## config.mk

```make
export PLATFORM = sky130hd
export DESIGN_NAME = msr_update_unit
export DESIGN_NICKNAME = d
export VERILOG_FILES = /design/src/rtl/msr_pkg.sv /design/src/rtl/msr_return_merge.sv /design/src/rtl/msr_move_merge.sv /design/src/rtl/msr_commit.sv /design/src/rtl/msr_update_unit.sv
export SDC_FILE = /design/constraint.sdc
export NUM_CORES = 1
export LEC_CHECK = 0
export ABC_AREA = 1
export BUFFER_PORTS_ARGS = -buffer_cell sky130_fd_sc_hd__buf_4
export CELL_PAD_IN_SITES_DETAIL_PLACEMENT = 0
export CELL_PAD_IN_SITES_GLOBAL_PLACEMENT = 2
export CORE_ASPECT_RATIO = 1.75
export CORE_MARGIN = 3
export CORE_UTILIZATION = 24
export DETAILED_ROUTE_END_ITERATION = 12
export PLACE_DENSITY = 0.78
export SYNTH_ARGS = -nofsm -noshare
export SYNTH_HDL_FRONTEND = slang
export SYNTH_HIERARCHICAL = 1
export SYNTH_SLANG_ARGS = --single-unit
```

## constraint.sdc

```tcl
create_clock -name clk -period 1.65 [get_ports clk]
set_clock_uncertainty 0.05 [all_clocks]
set_input_delay 0.165 -clock clk [delete_from_list [all_inputs] [get_ports clk]]
set_output_delay 0.165 -clock clk [all_outputs]
set_load 0.05 [all_outputs]
```

## src/rtl/msr_pkg.sv

```systemverilog
package msr_pkg;

  localparam int XLEN = 64;
  localparam int TSW  = 3;

  typedef enum logic [1:0] {
    OP_RET  = 2'd0,
    OP_HRET = 2'd1,
    OP_MOVW = 2'd2,
    OP_MOVD = 2'd3
  } msr_op_e;

  // bit positions that the merge rules depend on
  localparam int TS_HI     = 34;
  localparam int TS_LO     = 32;
  localparam int ORSRC_BIT = 14;
  localparam int FRC_HI    = 15;
  localparam int FRC_MID   = 5;
  localparam int FRC_LO    = 4;
  localparam int GATE_BIT  = 60;
  localparam int PICK_BIT  = 12;
  localparam int NARROW_HI = 15;
  localparam int NARROW_LO = 1;
  localparam logic [TSW-1:0] TS_LOCK = 3'd2;

  function automatic logic [XLEN-1:0] rng(input int hi, input int lo);
    logic [XLEN-1:0] m;
    m = '0;
    for (int i = lo; i <= hi; i++) m[i] = 1'b1;
    return m;
  endfunction

  localparam logic [XLEN-1:0] RET_COPY  = rng(63, 61) | rng(59, 35) | rng(31, 31) |
                                          rng(26, 22) | rng(14, 13) | rng(11, 6) | rng(3, 0);
  localparam logic [XLEN-1:0] HRET_COPY = rng(63, 35) | rng(31, 31) | rng(26, 22) |
                                          rng(14, 6)  | rng(3, 0);
  localparam logic [XLEN-1:0] MOVD_COPY = rng(63, 61) | rng(59, 35) | rng(31, 16) |
                                          rng(14, 13) | rng(11, 6)  | rng(3, 1);
  localparam logic [XLEN-1:0] MOVW_COPY = rng(31, 16) | rng(14, 13) | rng(11, 6) | rng(3, 1);
  localparam logic [XLEN-1:0] NARROW_M  = rng(NARROW_HI, NARROW_HI) | rng(NARROW_LO, NARROW_LO);
  localparam logic [XLEN-1:0] ALIGN_M   = ~XLEN'(3);

  function automatic logic [XLEN-1:0] mask_merge(input logic [XLEN-1:0] old_w,
                                                  input logic [XLEN-1:0] new_w,
                                                  input logic [XLEN-1:0] m);
    return (old_w & ~m) | (new_w & m);
  endfunction

  // transaction-state field: a move from the locked state to zero is refused
  function automatic logic [TSW-1:0] ts_next(input logic [TSW-1:0] cur,
                                              input logic [TSW-1:0] cand);
    return (cur == TS_LOCK && cand == '0) ? cur : cand;
  endfunction

endpackage

```

## src/rtl/msr_return_merge.sv

```systemverilog
module msr_return_merge
  import msr_pkg::*;
#(
  parameter bit HYPER = 1'b0
) (
  input  logic [XLEN-1:0] old_msr,
  input  logic [XLEN-1:0] saved_st,
  input  logic [XLEN-1:0] saved_pc,
  output logic [XLEN-1:0] nxt_msr,
  output logic [XLEN-1:0] nxt_pc
);

  assign nxt_pc = saved_pc & ALIGN_M;

  generate
    if (HYPER) begin : g_hyp
      always_comb begin
        nxt_msr = mask_merge(old_msr, saved_st, HRET_COPY);
        nxt_msr[TS_HI:TS_LO] = ts_next(old_msr[TS_HI:TS_LO], saved_st[TS_HI:TS_LO]);
        nxt_msr[FRC_HI]  = saved_st[FRC_HI]  | saved_st[ORSRC_BIT];
        nxt_msr[FRC_MID] = saved_st[FRC_MID] | saved_st[ORSRC_BIT];
        nxt_msr[FRC_LO]  = saved_st[FRC_LO]  | saved_st[ORSRC_BIT];
      end
    end else begin : g_std
      always_comb begin
        nxt_msr = mask_merge(old_msr, saved_st, RET_COPY);
        nxt_msr[TS_HI:TS_LO] = ts_next(old_msr[TS_HI:TS_LO], saved_st[TS_HI:TS_LO]);
        nxt_msr[FRC_HI]  = saved_st[FRC_HI]  | saved_st[ORSRC_BIT];
        nxt_msr[FRC_MID] = saved_st[FRC_MID] | saved_st[ORSRC_BIT];
        nxt_msr[FRC_LO]  = saved_st[FRC_LO]  | saved_st[ORSRC_BIT];
        // both use the pre-update gate bit
        nxt_msr[PICK_BIT] = old_msr[GATE_BIT] ? saved_st[PICK_BIT] : old_msr[PICK_BIT];
        nxt_msr[GATE_BIT] = old_msr[GATE_BIT] & saved_st[GATE_BIT];
      end
    end
  endgenerate

endmodule

```

## src/rtl/msr_move_merge.sv

```systemverilog
module msr_move_merge
  import msr_pkg::*;
#(
  parameter bit DOUBLE = 1'b0
) (
  input  logic [XLEN-1:0] old_msr,
  input  logic [XLEN-1:0] src,
  input  logic            l_bit,
  output logic [XLEN-1:0] nxt_msr
);

  generate
    if (DOUBLE) begin : g_dw
      always_comb begin
        if (l_bit) begin
          nxt_msr = mask_merge(old_msr, src, NARROW_M);
        end else begin
          nxt_msr = mask_merge(old_msr, src, MOVD_COPY);
          nxt_msr[TS_HI:TS_LO] = ts_next(old_msr[TS_HI:TS_LO], src[TS_HI:TS_LO]);
          nxt_msr[FRC_MID] = src[FRC_MID] | src[ORSRC_BIT];
          nxt_msr[FRC_LO]  = src[FRC_LO]  | src[ORSRC_BIT];
        end
      end
    end else begin : g_w
      always_comb begin
        if (l_bit) begin
          nxt_msr = mask_merge(old_msr, src, NARROW_M);
        end else begin
          nxt_msr = mask_merge(old_msr, src, MOVW_COPY);
          nxt_msr[FRC_HI]  = src[FRC_HI]  | src[ORSRC_BIT];
          nxt_msr[FRC_MID] = src[FRC_MID] | src[ORSRC_BIT];
          nxt_msr[FRC_LO]  = src[FRC_LO]  | src[ORSRC_BIT];
        end
      end
    end
  endgenerate

endmodule

```

## src/rtl/msr_commit.sv

```systemverilog
module msr_commit
  import msr_pkg::*;
(
  input  logic            clk,
  input  logic            rst,
  input  logic            load_msr,
  input  logic [XLEN-1:0] msr_nxt,
  input  logic            ret_fire,
  input  logic [XLEN-1:0] pc_nxt,
  input  logic            fault_fire,
  output logic [XLEN-1:0] msr_q,
  output logic [XLEN-1:0] nia_q,
  output logic            nia_valid,
  output logic            priv_fault
);

  always_ff @(posedge clk) begin
    if (rst) begin
      msr_q      <= '0;
      nia_q      <= '0;
      nia_valid  <= 1'b0;
      priv_fault <= 1'b0;
    end else begin
      if (load_msr) msr_q <= msr_nxt;
      if (ret_fire) nia_q <= pc_nxt;
      nia_valid  <= ret_fire;
      priv_fault <= fault_fire;
    end
  end

endmodule

```

## src/rtl/msr_update_unit.sv

```systemverilog
module msr_update_unit
  import msr_pkg::*;
(
  input  logic            clk,
  input  logic            rst,
  input  logic            op_valid,
  input  logic [1:0]      op_sel,
  input  logic            l_bit,
  input  logic            prob_state,
  input  logic [XLEN-1:0] src,
  input  logic [XLEN-1:0] srr0,
  input  logic [XLEN-1:0] srr1,
  input  logic [XLEN-1:0] hsrr0,
  input  logic [XLEN-1:0] hsrr1,
  output logic [XLEN-1:0] msr_q,
  output logic [XLEN-1:0] nia_q,
  output logic            nia_valid,
  output logic            priv_fault
);

  msr_op_e op_e;
  assign op_e = msr_op_e'(op_sel);

  logic [XLEN-1:0] ret_msr, hret_msr, movw_msr, movd_msr;
  logic [XLEN-1:0] ret_pc, hret_pc;
  logic [XLEN-1:0] msr_nxt, pc_nxt;
  logic            is_ret, fault_fire, load_msr, ret_fire;

  msr_return_merge #(.HYPER(1'b0)) i_ret (
    .old_msr(msr_q), .saved_st(srr1), .saved_pc(srr0),
    .nxt_msr(ret_msr), .nxt_pc(ret_pc));

  msr_return_merge #(.HYPER(1'b1)) i_hret (
    .old_msr(msr_q), .saved_st(hsrr1), .saved_pc(hsrr0),
    .nxt_msr(hret_msr), .nxt_pc(hret_pc));

  msr_move_merge #(.DOUBLE(1'b0)) i_movw (
    .old_msr(msr_q), .src(src), .l_bit(l_bit), .nxt_msr(movw_msr));

  msr_move_merge #(.DOUBLE(1'b1)) i_movd (
    .old_msr(msr_q), .src(src), .l_bit(l_bit), .nxt_msr(movd_msr));

  always_comb begin
    unique case (op_e)
      OP_RET:  msr_nxt = ret_msr;
      OP_HRET: msr_nxt = hret_msr;
      OP_MOVW: msr_nxt = movw_msr;
      default: msr_nxt = movd_msr;
    endcase
  end

  assign is_ret     = (op_e == OP_RET) || (op_e == OP_HRET);
  assign pc_nxt     = (op_e == OP_HRET) ? hret_pc : ret_pc;
  assign fault_fire = op_valid && (op_e == OP_MOVD) && prob_state;
  assign load_msr   = op_valid && !fault_fire;
  assign ret_fire   = op_valid && is_ret;

  msr_commit i_commit (
    .clk(clk), .rst(rst),
    .load_msr(load_msr), .msr_nxt(msr_nxt),
    .ret_fire(ret_fire), .pc_nxt(pc_nxt),
    .fault_fire(fault_fire),
    .msr_q(msr_q), .nia_q(nia_q), .nia_valid(nia_valid), .priv_fault(priv_fault));

endmodule

```

**Word level (Yosys, flattened, before mapping)**

Index checks and enable logic that the tools add are counted.

- Equality and inequality tests: 8
- $lt $le $gt $ge: 0
- Multiply operators: 0
- Shift-type cells: 0
- Div/mod/pow operators: 0
- Add/sub/neg operators: 0
- Bitwise gates (word level): 15
- Reductions and logical operators: 15
- Mux-type cells: 8

Operators with widths:

| cell | count |
|---|---|
| 64-bit 2-to-1 mux | 3 |
| 64-bit case mux with 3 select lines | 1 |
| 61-bit by 64-bit OR with 64-bit output | 2 |
| 35-bit by 64-bit OR with 64-bit output | 1 |
| 64-bit by 16-bit OR with 64-bit output | 1 |
| 64-bit by 32-bit OR with 64-bit output | 1 |
| 3-bit logical NOT | 3 |
| 3-bit 2-to-1 mux | 3 |
| 1-bit OR | 9 |
| 1-bit logical AND | 7 |
| 5-bit inequality test (second input constant) | 1 |
| 2-bit == test (second input constant) | 2 |
| 2-bit inequality test (second input constant) | 2 |
| 4-bit AND reduction | 1 |
| 3-bit by 2-bit == test with 1-bit output (second input constant) | 1 |
| 2-bit by 1-bit == test with 1-bit output (second input constant) | 1 |
| 2-bit logical NOT | 1 |
| 2-bit by 1-bit inequality test with 1-bit output (second input constant) | 1 |
| 2-bit AND reduction | 1 |
| 1-bit bitwise AND | 1 |
| 1-bit logical NOT | 1 |
| 1-bit logical OR | 1 |
| 1-bit 2-to-1 mux | 1 |

- Memories kept: 0
- ROM bits: 0
- Output and inout bits: 130
- Bits in registers: 130
- Bits in latches: 0
- Logic and storage cells: 52
- RAM bits: 0
- Bits of input ports: 327

**Depth between registers and ports, before layout**

Gate-level depths: netlist of run 1.

- Word-level depth: 6
- Mapped depth: 11
- Mapped depth without buffers: 11

**By module**

The synthesis of run 1 kept the hierarchy.

Modules (own cells, without submodules):

| module | area an instance (sq um) | sequential area each (sq um) | times used | cells each |
|---|---|---|---|---|
| msr_commit | 5355.1 | 2602.5 | 1 | 817 |
| msr_update_unit | 2907.8 | 0.0 | 1 | 591 |
| msr_return_merge (i_ret) | 980.9 | 0.0 | 1 | 138 |
| msr_return_merge (i_hret) | 975.9 | 0.0 | 1 | 135 |
| msr_move_merge (i_movd) | 828.3 | 0.0 | 1 | 202 |
| msr_move_merge (i_movw) | 648.1 | 0.0 | 1 | 127 |

**Least setup slack after synthesis of run 1**

No wires, ideal clock.

- Path type: register to register
- Start: register i_commit.msr_q[32]
- End: register i_commit.msr_q[33]
- Setup slack: 0.139 ns
- Period minus slack after synthesis: 1.511 ns
- Stages on the path, launching flop included: 12
- Required time: 1.484 ns
- Buffers on the path: 0
- Arrival time: 1.345 ns
- Library setup time: 0.116 ns
- Cell sequence: dfxtp_1 nor2_1 nand2_1 nand2_1 nand2_1 nand2_1 nand3_1 nand4_1 inv_1 nand2_1 nand2_1 nor2_1

- Longest elaborated chain between the ends: 4
- Elaborated cells between the ends (all ways): 8
- Those cells by class: 4 x eq/ne; 4 x reduce/logical

RTL lines:

| item | RTL line | source |
|---|---|---|
| from (decl) | msr_commit.sv:11 | `output logic [XLEN-1:0] msr_q,` |
| from (signal assigned) | msr_commit.sv:24 | `if (load_msr) msr_q <= msr_nxt;` |
| 3-bit by 2-bit == test with 1-bit output * | msr_pkg.sv:52 | `return (cur == TS_LOCK && cand == '0) ? cur : cand;` |
| 1-bit logical AND | msr_pkg.sv:52 |  |
| 5-bit inequality test (no source line) / 2-bit inequality test (equally long branches) | n/a |  |
| 4-bit AND reduction (no source line) * | n/a |  |

Every way passes the cells marked *; elsewhere a longest branch is shown, timed or not.
A chain may end at the register's enable or synchronous reset.

**Worst setup path in the final report of run 1**

- Start: register i_commit.msr_q[60]
- End: output msr_q[60]

RTL lines:

| item | RTL line | source |
|---|---|---|
| to (decl) | msr_update_unit.sv:15 | `output logic [XLEN-1:0] msr_q,` |

No word-level cell between the ends.

==> flow_summary.yaml, run 1 <==
grt:
  grt_start_max_net_pins: 93
  antenna_found_initial: 4
  grt_pass1_vias: 11115
  grt_use_total_pct: 16.1
  overflow: 0
  grt_pass1_wl_mm: 65.7
route:
  vias: 11788
  routed_via_density: 4.28
  wl_mm: 42.8
  routed.top_layer: "met4"
  wl_met1_mm: 16.6
  wl_per_cell_um: 15.5
  drc: 0
  first_pass_iters: 5
  route.met2.wl_mm: 22.5
  wl_met3_mm: 2.37
  drt_iter0_markers: 520
  ant_nets: 0
min_path:
  worstHoldPathType: "input port to register"
critical_path:
  crit_path_start_kind: "register"
  critPathKind: "register to output pin"
  arrival_ns: 1.19
  worstPathRequired_ns: 1.43
  crit_path_max_incr_delay_ns: 0.49
  crit_fanout: 7
  end_kind: "output pin"
  slowest_stage: "dfxtp_1"
  crit_chain: "buf_4"
  crit_family: "flip-flops"
  path_buf_inv: 1
clock_network:
  cts_root_buf: "clkbuf_16"
  holdBufCountCts: 1
  clock_latency_ns: 0.43
  cts_tree: "done"
  cts-htree-levels: 4
  cts_setup_buffers: 0
  clkSlewWorstSetupHoldPaths_ns: 0.07
  clkSinkCount: 130
  cts.repair.resized: 0
  clockBufferDepth: 2
  cts_inserted_buffers: 17
pwr:
  p_switching_mw: 4.19
  comb_power_share_pct: 31.9
  clkPwrFrac_pct: 36.3
  cellLeakagePower_nw: 7.39
  ir_drop_mv: 0.613
  p_sw_share_pct: 37.2
  p_int_mw: 7.08
  p_per_area_nw_per_um2: 809
  seqPwrFrac_pct: 31.8
die:
  die_x_um: 173
  dieArea_sq_um: 51500
  die_height_um: 298
  ios: 457
  core_area_sq_um: 48000
  start_util_pct: 24.4
  num_rows: 106
synthesis:
  synth_cell_types: 20
  synth_warnings: 6
  synth-seq-area-share_pct: 22.3
  synth_area_sq_um: 11700
  avgSynthCellArea_sq_um: 5.82
  syn_inst: 2010
  ys_ff_latch: 130
status:
  run_status: "finished, final reports clean"
place:
  gp_congestion: 0.801
  dp_hpwl_mm: 31.1
  io_buffers: 429
finish:
  nFillCells: 5565
  multi_input_area_sq_um: 5510
  fin_nets: 2413
  regArea_sq_um: 2600
  syn_to_final_growth_pct: 19.1
  drive_above_1_share_pct: 24.4
timing:
  post-route-min-period_ns: 1.40
  hold_viol_final: 0
  setup_viol: 0
  layout_worst_path_cycle_share_pct: 85.0
  whs_ns: 0.0409
  rsz0062_at_grt: "no"
  fmax_mhz: 713
  fin_setup_tns_ns: 0
  slew_violations: 0
run:
  drv_cap: 0
-- path summary, 6_finish.rpt --
path	startpoint	endpoint	slack, ns	cells past startpoint
worst min register to register	i_commit/nia_q[10]	i_commit/nia_q[10]	0.42	2
worst max-delay path	i_commit/msr_q[60]	msr_q[60]	0.25	1
worst min-delay path	prob_state	i_commit/priv_fault	0.04	5
worst max register to register	i_commit/msr_q[32]	i_commit/msr_q[33]	0.34	11
-- Yosys cell counts (all sizes together) --
library cell	number	area (sq um)
nand2	717	2690
buf	410	3040
nor2	267	1020
nand3	258	1290
inv	145	547
dfxtp	130	2600
nand4	64	400
or2	6	37.5
clkbuf	5	18.8
o21ai	5	25.0
conb	2	7.51
nor3	1	10.0
-- power by group through the flow --
| stage | Sequential, mW | Combinational (mW) | Clock [mW] |
|---|---|---|---|
| after global placement | 3.65 | 3.64 | 0 |
| final | 3.58 | 3.60 | 4.09 |
| after floorplan | 4.41 | 2.00 | 0 |
| after detailed placement | 3.65 | 3.65 | 0 |
| after global routing | 3.62 | 3.97 | 4.41 |
| after CTS | 3.58 | 3.66 | 4.30 |
-- flip-flops by register name (all words and copies together), names as in the netlist --
register / flops
i_commit/nia_valid: 1
i_commit/priv_fault: 1
i_commit/msr_q: 64
i_commit/nia_q: 64
-- per-stage QoR --
stage          util, %  setup WS, ns  instance area [sq um]  std cells  total power [mW]
2_1_floorplan        -         0.139                  11700       2012              6.41
3_3_place_gp      27.7         0.167                  13300       2714              7.29
3_5_place_dp      27.7         0.145                  13300       2714              7.30
4_1_cts           29.0         0.206                  13900       2747              11.5
5_1_grt           29.0         0.151                  13900       2751              12.0
6_report          29.0         0.247                  13900       2751              11.3
-- cell families after synthesis --
logic type	share of synthesized area [%]
AOI/OAI and AO/OA	0.214
other	0.0642
buffers and inverters	30.8
and+or+nand+nor	46.7
DFF	22.3
-- per-layer routing --
layer | vias up | GRT usage (%)
met3 | 50 | 3.55
met5 | - | 0
li1 | 6046 | -
met1 | 5335 | 17.7
met4 | 0 | 6.96
met2 | 357 | 29.5
-- placed cells by master, fill, tap and decap left out --
cell type,instances
diode_2,4
inv_6,7
inv_8,2
nor2_1,262
clkbuf_16,17
nand2_1,716
nand2_2,1
dlygate4sd3_1,1
buf_4,444
nor3_2,1
nor2_8,1
or2_1,6
buf_6,1
inv_4,3
inv_2,2
buf_12,24
dfxtp_1,130
nand4_1,64
nand3_1,258
clkinv_2,1
conb_1,4
inv_1,140
bufinv_16,2
o21ai_0,4
o21ai_1,1
clkinvlp_4,2
nor2_2,2
nor2_4,2
clkbuf_8,1
-- final cells by class --
| type | instances | area share [%] |
|---|---|---|
| multi-input combinational | 1322 | 39.6 |
| timing repair buffer | 470 | 27.5 |
| sequential | 130 | 18.7 |
| tap | 648 | 5.82 |
| inverter | 145 | 3.96 |
| clock buffer | 18 | 3.15 |
| clock inverter | 14 | 1.18 |
| antenna | 4 | 0.0719 |
Power figures use the tool's default switching activity.
==> run 2, diff against run 1 <==
--- a/config.mk
+++ b/config.mk
@@ -7,3 +7,2 @@
 export LEC_CHECK = 0
-export ABC_AREA = 1
 export BUFFER_PORTS_ARGS = -buffer_cell sky130_fd_sc_hd__buf_4
@@ -13,5 +12,6 @@
 export CORE_MARGIN = 3
-export CORE_UTILIZATION = 24
+export CORE_UTILIZATION = 29
+export CTS_CLUSTER_DIAMETER = 30
 export DETAILED_ROUTE_END_ITERATION = 12
-export PLACE_DENSITY = 0.78
+export PLACE_DENSITY = 0.79
 export SYNTH_ARGS = -nofsm -noshare
==> constraint.sdc (replaced) <==
create_clock -name clk -period 1.65 [get_ports clk]
set_clock_uncertainty 0.05 [all_clocks]
set_input_delay 0.33 -clock clk [delete_from_list [all_inputs] [get_ports clk]]
set_output_delay 0.33 -clock clk [all_outputs]
set_load 0.05 [all_outputs]
==> flow_summary.yaml, run 2 <==
synthesis:
  synth_cell_types: 26
  yosysMostFrequentCell: "buf_4"
  synth_warnings: 6
  synth.area.top_cells: "dfxtp_1, buf_4, mux4_2"
  synth_edf_count: 0
  syn_inst: 981
  synth_top_area_share_pct: 24.6
  avgSynthCellArea_sq_um: 10.8
  synth-seq-area-share_pct: 24.6
  synth_area_sq_um: 10600
  async_flop_share_pct: 0
  ys_ff_latch: 130
  yosys.area.top_type: "dfxtp_1"
  synth_top_flop_cell: "dfxtp_1"
  synth_commonest_cells: "buf_4, nor2_1, dfxtp_1"
die:
  ios: 457
  die_height_um: 258
  num_rows: 91
  die_x_um: 150
  dieArea_sq_um: 38800
  core_area_sq_um: 35600
  start_util_pct: 29.6
clock_network:
  clkSlewWorstSetupHoldPaths_ns: 0.06
  clock_latency_ns: 0.42
  cts_tree: "done"
  clockBufferDepth: 2
  cts-htree-levels: 4
  cts_inserted_buffers: 17
  clkSinkCount: 130
  cts_root_buf: "clkbuf_16"
  holdBufCountCts: 0
pwr:
  clkPwrFrac_pct: 36.1
  p_per_area_nw_per_um2: 796
  comb_power_share_pct: 30.3
  fin_total_pwr_mw: 10.3
  p_switching_mw: 3.09
  p_sw_share_pct: 29.8
  cellLeakagePower_nw: 6.04
  ir_drop_mv: 0.607
  p_int_mw: 7.26
  seqPwrFrac_pct: 33.6
route:
  drt_iter0_markers: 200
  vias: 7137
  wl_per_cell_um: 17.8
  first_pass_iters: 4
  routed_via_density: 4.38
  wl_mm: 29.0
  ant_nets: 0
  drc: 0
finish:
  fin_nets: 1478
  top_regs: "i_commit/msr_q (64), i_commit/nia_q (64)"
  final_common_cell: "buf_4"
  drive_above_1_share_pct: 64.1
  final_cell_count_no_fill: 1630
  syn_to_final_growth_pct: 23.0
  final_cell_mix: "buf_4, nor2_1, mux2i_1"
  final_area_sq_um: 13000
  nFillCells: 3632
grt:
  grt_pass1_vias: 7466
  antenna_found_initial: 2
  grt_pass1_wl_mm: 42.6
  grt_use_total_pct: 14.5
  overflow: 0
  grt_start_max_net_pins: 72
timing:
  post-route-min-period_ns: 1.59
  fin_setup_tns_ns: 0
  setup_slack_ns: 0.0560
  fmax_mhz: 627
  slew_violations: 0
  layout_worst_path_cycle_share_pct: 96.6
  rsz0062_at_grt: "yes"
  setup_viol: 0
  hold_viol_final: 0
critical_path:
  crit_path_start_kind: "register"
  critPathKind: "register to register"
  end_kind: "register"
  crit_fanout: 7
  arrival_ns: 1.85
  worstPathRequired_ns: 1.90
place:
  gp_congestion: 0.780
  post-place-ws_ns: -0.339
  dp.cells: 1596
  place_area_sq_um: 12400
  io_buffers: 429
  dp_hpwl_mm: 23.3
run:
  drv_cap: 0
min_path:
  worstHoldPathType: "input port to register"
status:
  run_status: "finished, final reports clean"
[run 2: cell types whose count changed after synthesis, sizes merged, moves of 3 or more]
cell	before	now
nand2	717	6
nand3	258	1
mux2	0	148
inv	145	1
nor2	267	134
mux2i	0	128
buf	410	336
mux4	0	64
nand4	64	0
nand2b	0	3
[run 2: logic make-up after synthesis]
| logic type | Yosys count | synth area share [%] |
|---|---|---|
| AOI/OAI and AO/OA | 7 | 0.403 |
| buffers and inverters | 345 | 25.3 |
| DFF | 130 | 24.6 |
| muxes | 340 | 43.6 |
| other | 2 | 0.0711 |
| and+or+nand+nor | 157 | 6.04 |
[run 2: final timing paths]
path | start | to | slack [ns] | cells past startpoint
hold / removal | hsrr0[13] | i_commit/nia_q[13] | 0.22 | 4
hold reg to reg | i_commit/nia_q[15] | i_commit/nia_q[15] | 0.44 | 2
setup / recovery | i_commit/msr_q[33] | i_commit/msr_q[33] | 0.06 | 5
setup reg to reg | i_commit/msr_q[33] | i_commit/msr_q[33] | 0.06 | 5
[run 2: final cells by class]
type                       instances  area, sq um  share of cell area, %
multi-input combinational        508         5310                   40.9
sequential                       130         2610                   20.1
inverter                           1         3.75                 0.0289
clock inverter                     9          108                  0.828
clock buffer                      22          464                   3.57
antenna                            2         5.00                 0.0385
tap                              465          582                   4.48
timing repair buffer             493         3910                   30.1
[run 2: worst max-delay path: stages, from the launching register on]
cell	delay [ns]
dfxtp_4	0.36
mux2_4	0.26
a21o_1	0.15
mux4_2	0.46
mux2i_1	0.14
nor2_1	0.06
[run 2: routing by layer]
metal	vias up	wire length, um	track usage, %
li1	3443	-	-
met1	3412	9980	14.5
met2	248	16400	28.0
met3	34	1740	3.90
met4	0	832	5.60
met5	-	0	0
[run 2: power by group through the flow]
stage                     sequential (mW)  combinational (mW)  clock [mW]
final                                3.48                3.13        3.74
after detailed placement             3.54                3.17           0
after global routing                 3.51                3.34        4.02
after floorplan                      4.18                1.79           0
after global placement               3.54                3.14           0
after CTS                            3.48                3.18        3.91
[run 2: what timing repair did]
action | CTS | global route
resized for setup | 0 | 1
endpoints found under the setup margin | 0 | 1
buffers inserted | 0 | 1
[run 2: through the flow]
stage	hold WS, ns	utilization, %
6_report	0.219	36.5
4_1_cts	0.181	36.4
2_1_floorplan	0.525	-
5_1_grt	0.207	36.5
3_5_place_dp	0.433	34.8
3_3_place_gp	0.425	34.8
==> run 3, diff against run 2 <==
Settings changed: CELL_PAD_IN_SITES_GLOBAL_PLACEMENT 2 to 1, CORE_AREA set to 3 3 179 181, CORE_ASPECT_RATIO 1.75 to unset, CORE_MARGIN 3 to unset, CORE_UTILIZATION 29 to unset, DIE_AREA set to 0 0 182 184, GPL_TIMING_DRIVEN set to 0, PLACE_DENSITY 0.79 to 0.75.
==> flow_summary.yaml, run 3 (synthesis gave the netlist of run 2 again) <==
finish:
  multi_input_area_sq_um: 5300
  syn_to_final_growth_pct: 25.5
  drive_above_1_share_pct: 65.2
  fin_nets: 1539
  regArea_sq_um: 2610
  nFillCells: 3027
  final_common_cell: "buf_4"
  final_cell_mix: "buf_4, nor2_1, mux2i_1"
  top_regs: "i_commit/msr_q (64), i_commit/nia_q (64)"
  final_cell_count_no_fill: 1622
clock_network:
  cts_tree: "done"
  clkSlewWorstSetupHoldPaths_ns: 0.06
  cts_inserted_buffers: 17
  clockBufferDepth: 2
  clock_latency_ns: 0.40
  cts_root_buf: "clkbuf_16"
  cts_setup_buffers: 0
  clkSinkCount: 130
  cts-htree-levels: 4
critical_path:
  ff2ff_path_depth: 5
  critPathKind: "input port to register"
  rrSetupSlack_ns: 0.08
  arrival_ns: 1.85
  worstPathRequired_ns: 1.89
  crit_fanout: 10
  r2r-start: "i_commit/msr_q[33]"
  crit_path_start_kind: "input port"
  end_kind: "register"
  rr_endpoint: "i_commit/msr_q[33]"
place:
  dp_hpwl_mm: 23.9
  gp_congestion: 0.793
  dp.cells: 1590
  io_buffers: 211
route:
  vias: 7293
  ant_nets: 0
  routed_via_density: 4.50
  drc: 0
  drt_iter0_markers: 197
  first_pass_iters: 4
  wl_per_cell_um: 18.7
  wl_mm: 30.3
pwr:
  cellLeakagePower_nw: 6.30
  p_per_area_nw_per_um2: 792
  comb_power_share_pct: 30.5
  clkPwrFrac_pct: 36.3
  p_int_mw: 7.28
  fin_total_pwr_mw: 10.5
  p_switching_mw: 3.22
  p_sw_share_pct: 30.7
  seqPwrFrac_pct: 33.2
  ir_drop_mv: 0.612
grt:
  grt_start_max_net_pins: 17
  grtUsageMet2_pct: 31.1
  grt_pass1_vias: 7582
  grt_busiest_layer: "met2"
  antenna_found_initial: 2
  grt_use_total_pct: 17.4
  overflow: 0
  grt_pass1_wl_mm: 44.6
  grt_use_met1_pct: 19.9
  grtUsageMet3_pct: 5.92
run:
  drv_cap: 0
die:
  start_util_pct: 34.5
  core_area_sq_um: 30600
  die_height_um: 184
  num_rows: 64
  dieArea_sq_um: 33500
  die_x_um: 182
  ios: 457
min_path:
  whs_path_depth: 4
  min_to: "i_commit/nia_q[6]"
  worstHoldPathType: "input port to register"
  min_from: "hsrr0[6]"
timing:
  rsz0062_at_grt: "yes"
  slew_headroom_pct: 61.0
  post-route-min-period_ns: 1.61
  hold_viol_final: 0
  slew_violations: 0
  setup_viol: 0
  layout_worst_path_cycle_share_pct: 97.4
  fmax_mhz: 622
  worst_slew_pin_slew_ns: 0.585
status:
  run_status: "finished, final reports clean"
[run 3: cell count changes in the layout (fill, tap and decap cells not counted), sizes merged]
cell,before,now
clkinvlp,2,3
inv,1,2
clkinv,5,7
dlygate4sd3,0,2
buf,493,546
clkbuf,22,24
[run 3: final cells by class]
class,count,area share (%)
Timing Repair Buffer,211,11.9
Antenna cell,2,0.0377
Inverter,1,0.0283
Clock inverter,13,1.04
Sequential cell,130,19.7
Multi-Input combinational cell,508,40.0
Tap cell,396,3.74
Buffer,343,20.3
Clock buffer,18,3.31
[run 3: how the worst max path moves through the flow]
| stage | start | end | slack, ns | cells after the start |
|---|---|---|---|---|
| after floorplan | l_bit | i_commit/msr_q[27] | -0.04 | 6 |
| after global placement | op_sel[1] | i_commit/msr_q[55] | -0.66 | 9 |
| after detailed placement | op_sel[1] | i_commit/msr_q[54] | -0.67 | 9 |
| after CTS | l_bit | i_commit/msr_q[61] | 0.02 | 7 |
| after global routing | i_commit/msr_q[33] | i_commit/msr_q[33] | -0.01 | 5 |
| final | l_bit | i_commit/msr_q[9] | 0.04 | 7 |
[run 3: worst max-delay path, stage by stage]
cell and delay, ns:
buf_4 0.14, buf_12 0.15, buf_6 0.23, mux2_4 0.32
mux4_2 0.46, mux2i_1 0.15, nor2_1 0.05
[run 3: power groups by stage]
stage / clock network, mW / logic (mW) / registers [mW]
2_1_floorplan: 0 / 1.79 / 4.18
3_3_place_gp: 0 / 3.21 / 3.55
3_5_place_dp: 0 / 3.24 / 3.56
4_1_cts: 3.97 / 3.24 / 3.49
5_1_grt: 4.12 / 3.41 / 3.52
6_report: 3.81 / 3.20 / 3.49
[run 3: layer usage]
layer,up-vias,wire length (um)
met3,15,2670
li1,3577,-
met2,279,15500
met4,2,297
met5,-,14
met1,3420,11900
[run 3: per-stage QoR]
step | area, sq um | TNS (ns) | worst slack (ns) | utilization [%] | hold slack, ns
2_1_floorplan | 10600 | -1.69 | -0.0404 | - | 0.525
3_5_place_dp | 12700 | -63.51 | -0.672 | 41.4 | 0.432
5_1_grt | 13300 | -0.0271 | -0.0140 | 43.3 | 0.222
6_report | 13300 | 0 | 0.0432 | 43.3 | 0.233
3_3_place_gp | 12700 | -63.27 | -0.664 | 41.4 | 0.426
4_1_cts | 13200 | 0 | 0.0217 | 43.3 | 0.207
[run 3: timing repair]
| action | CTS | global route |
|---|---|---|
| pin swaps | 0 | 1 |
| resized for setup | 1 | 4 |
| hold buffers | 0 | 0 |
| endpoints found under the setup margin | 64 | 33 |
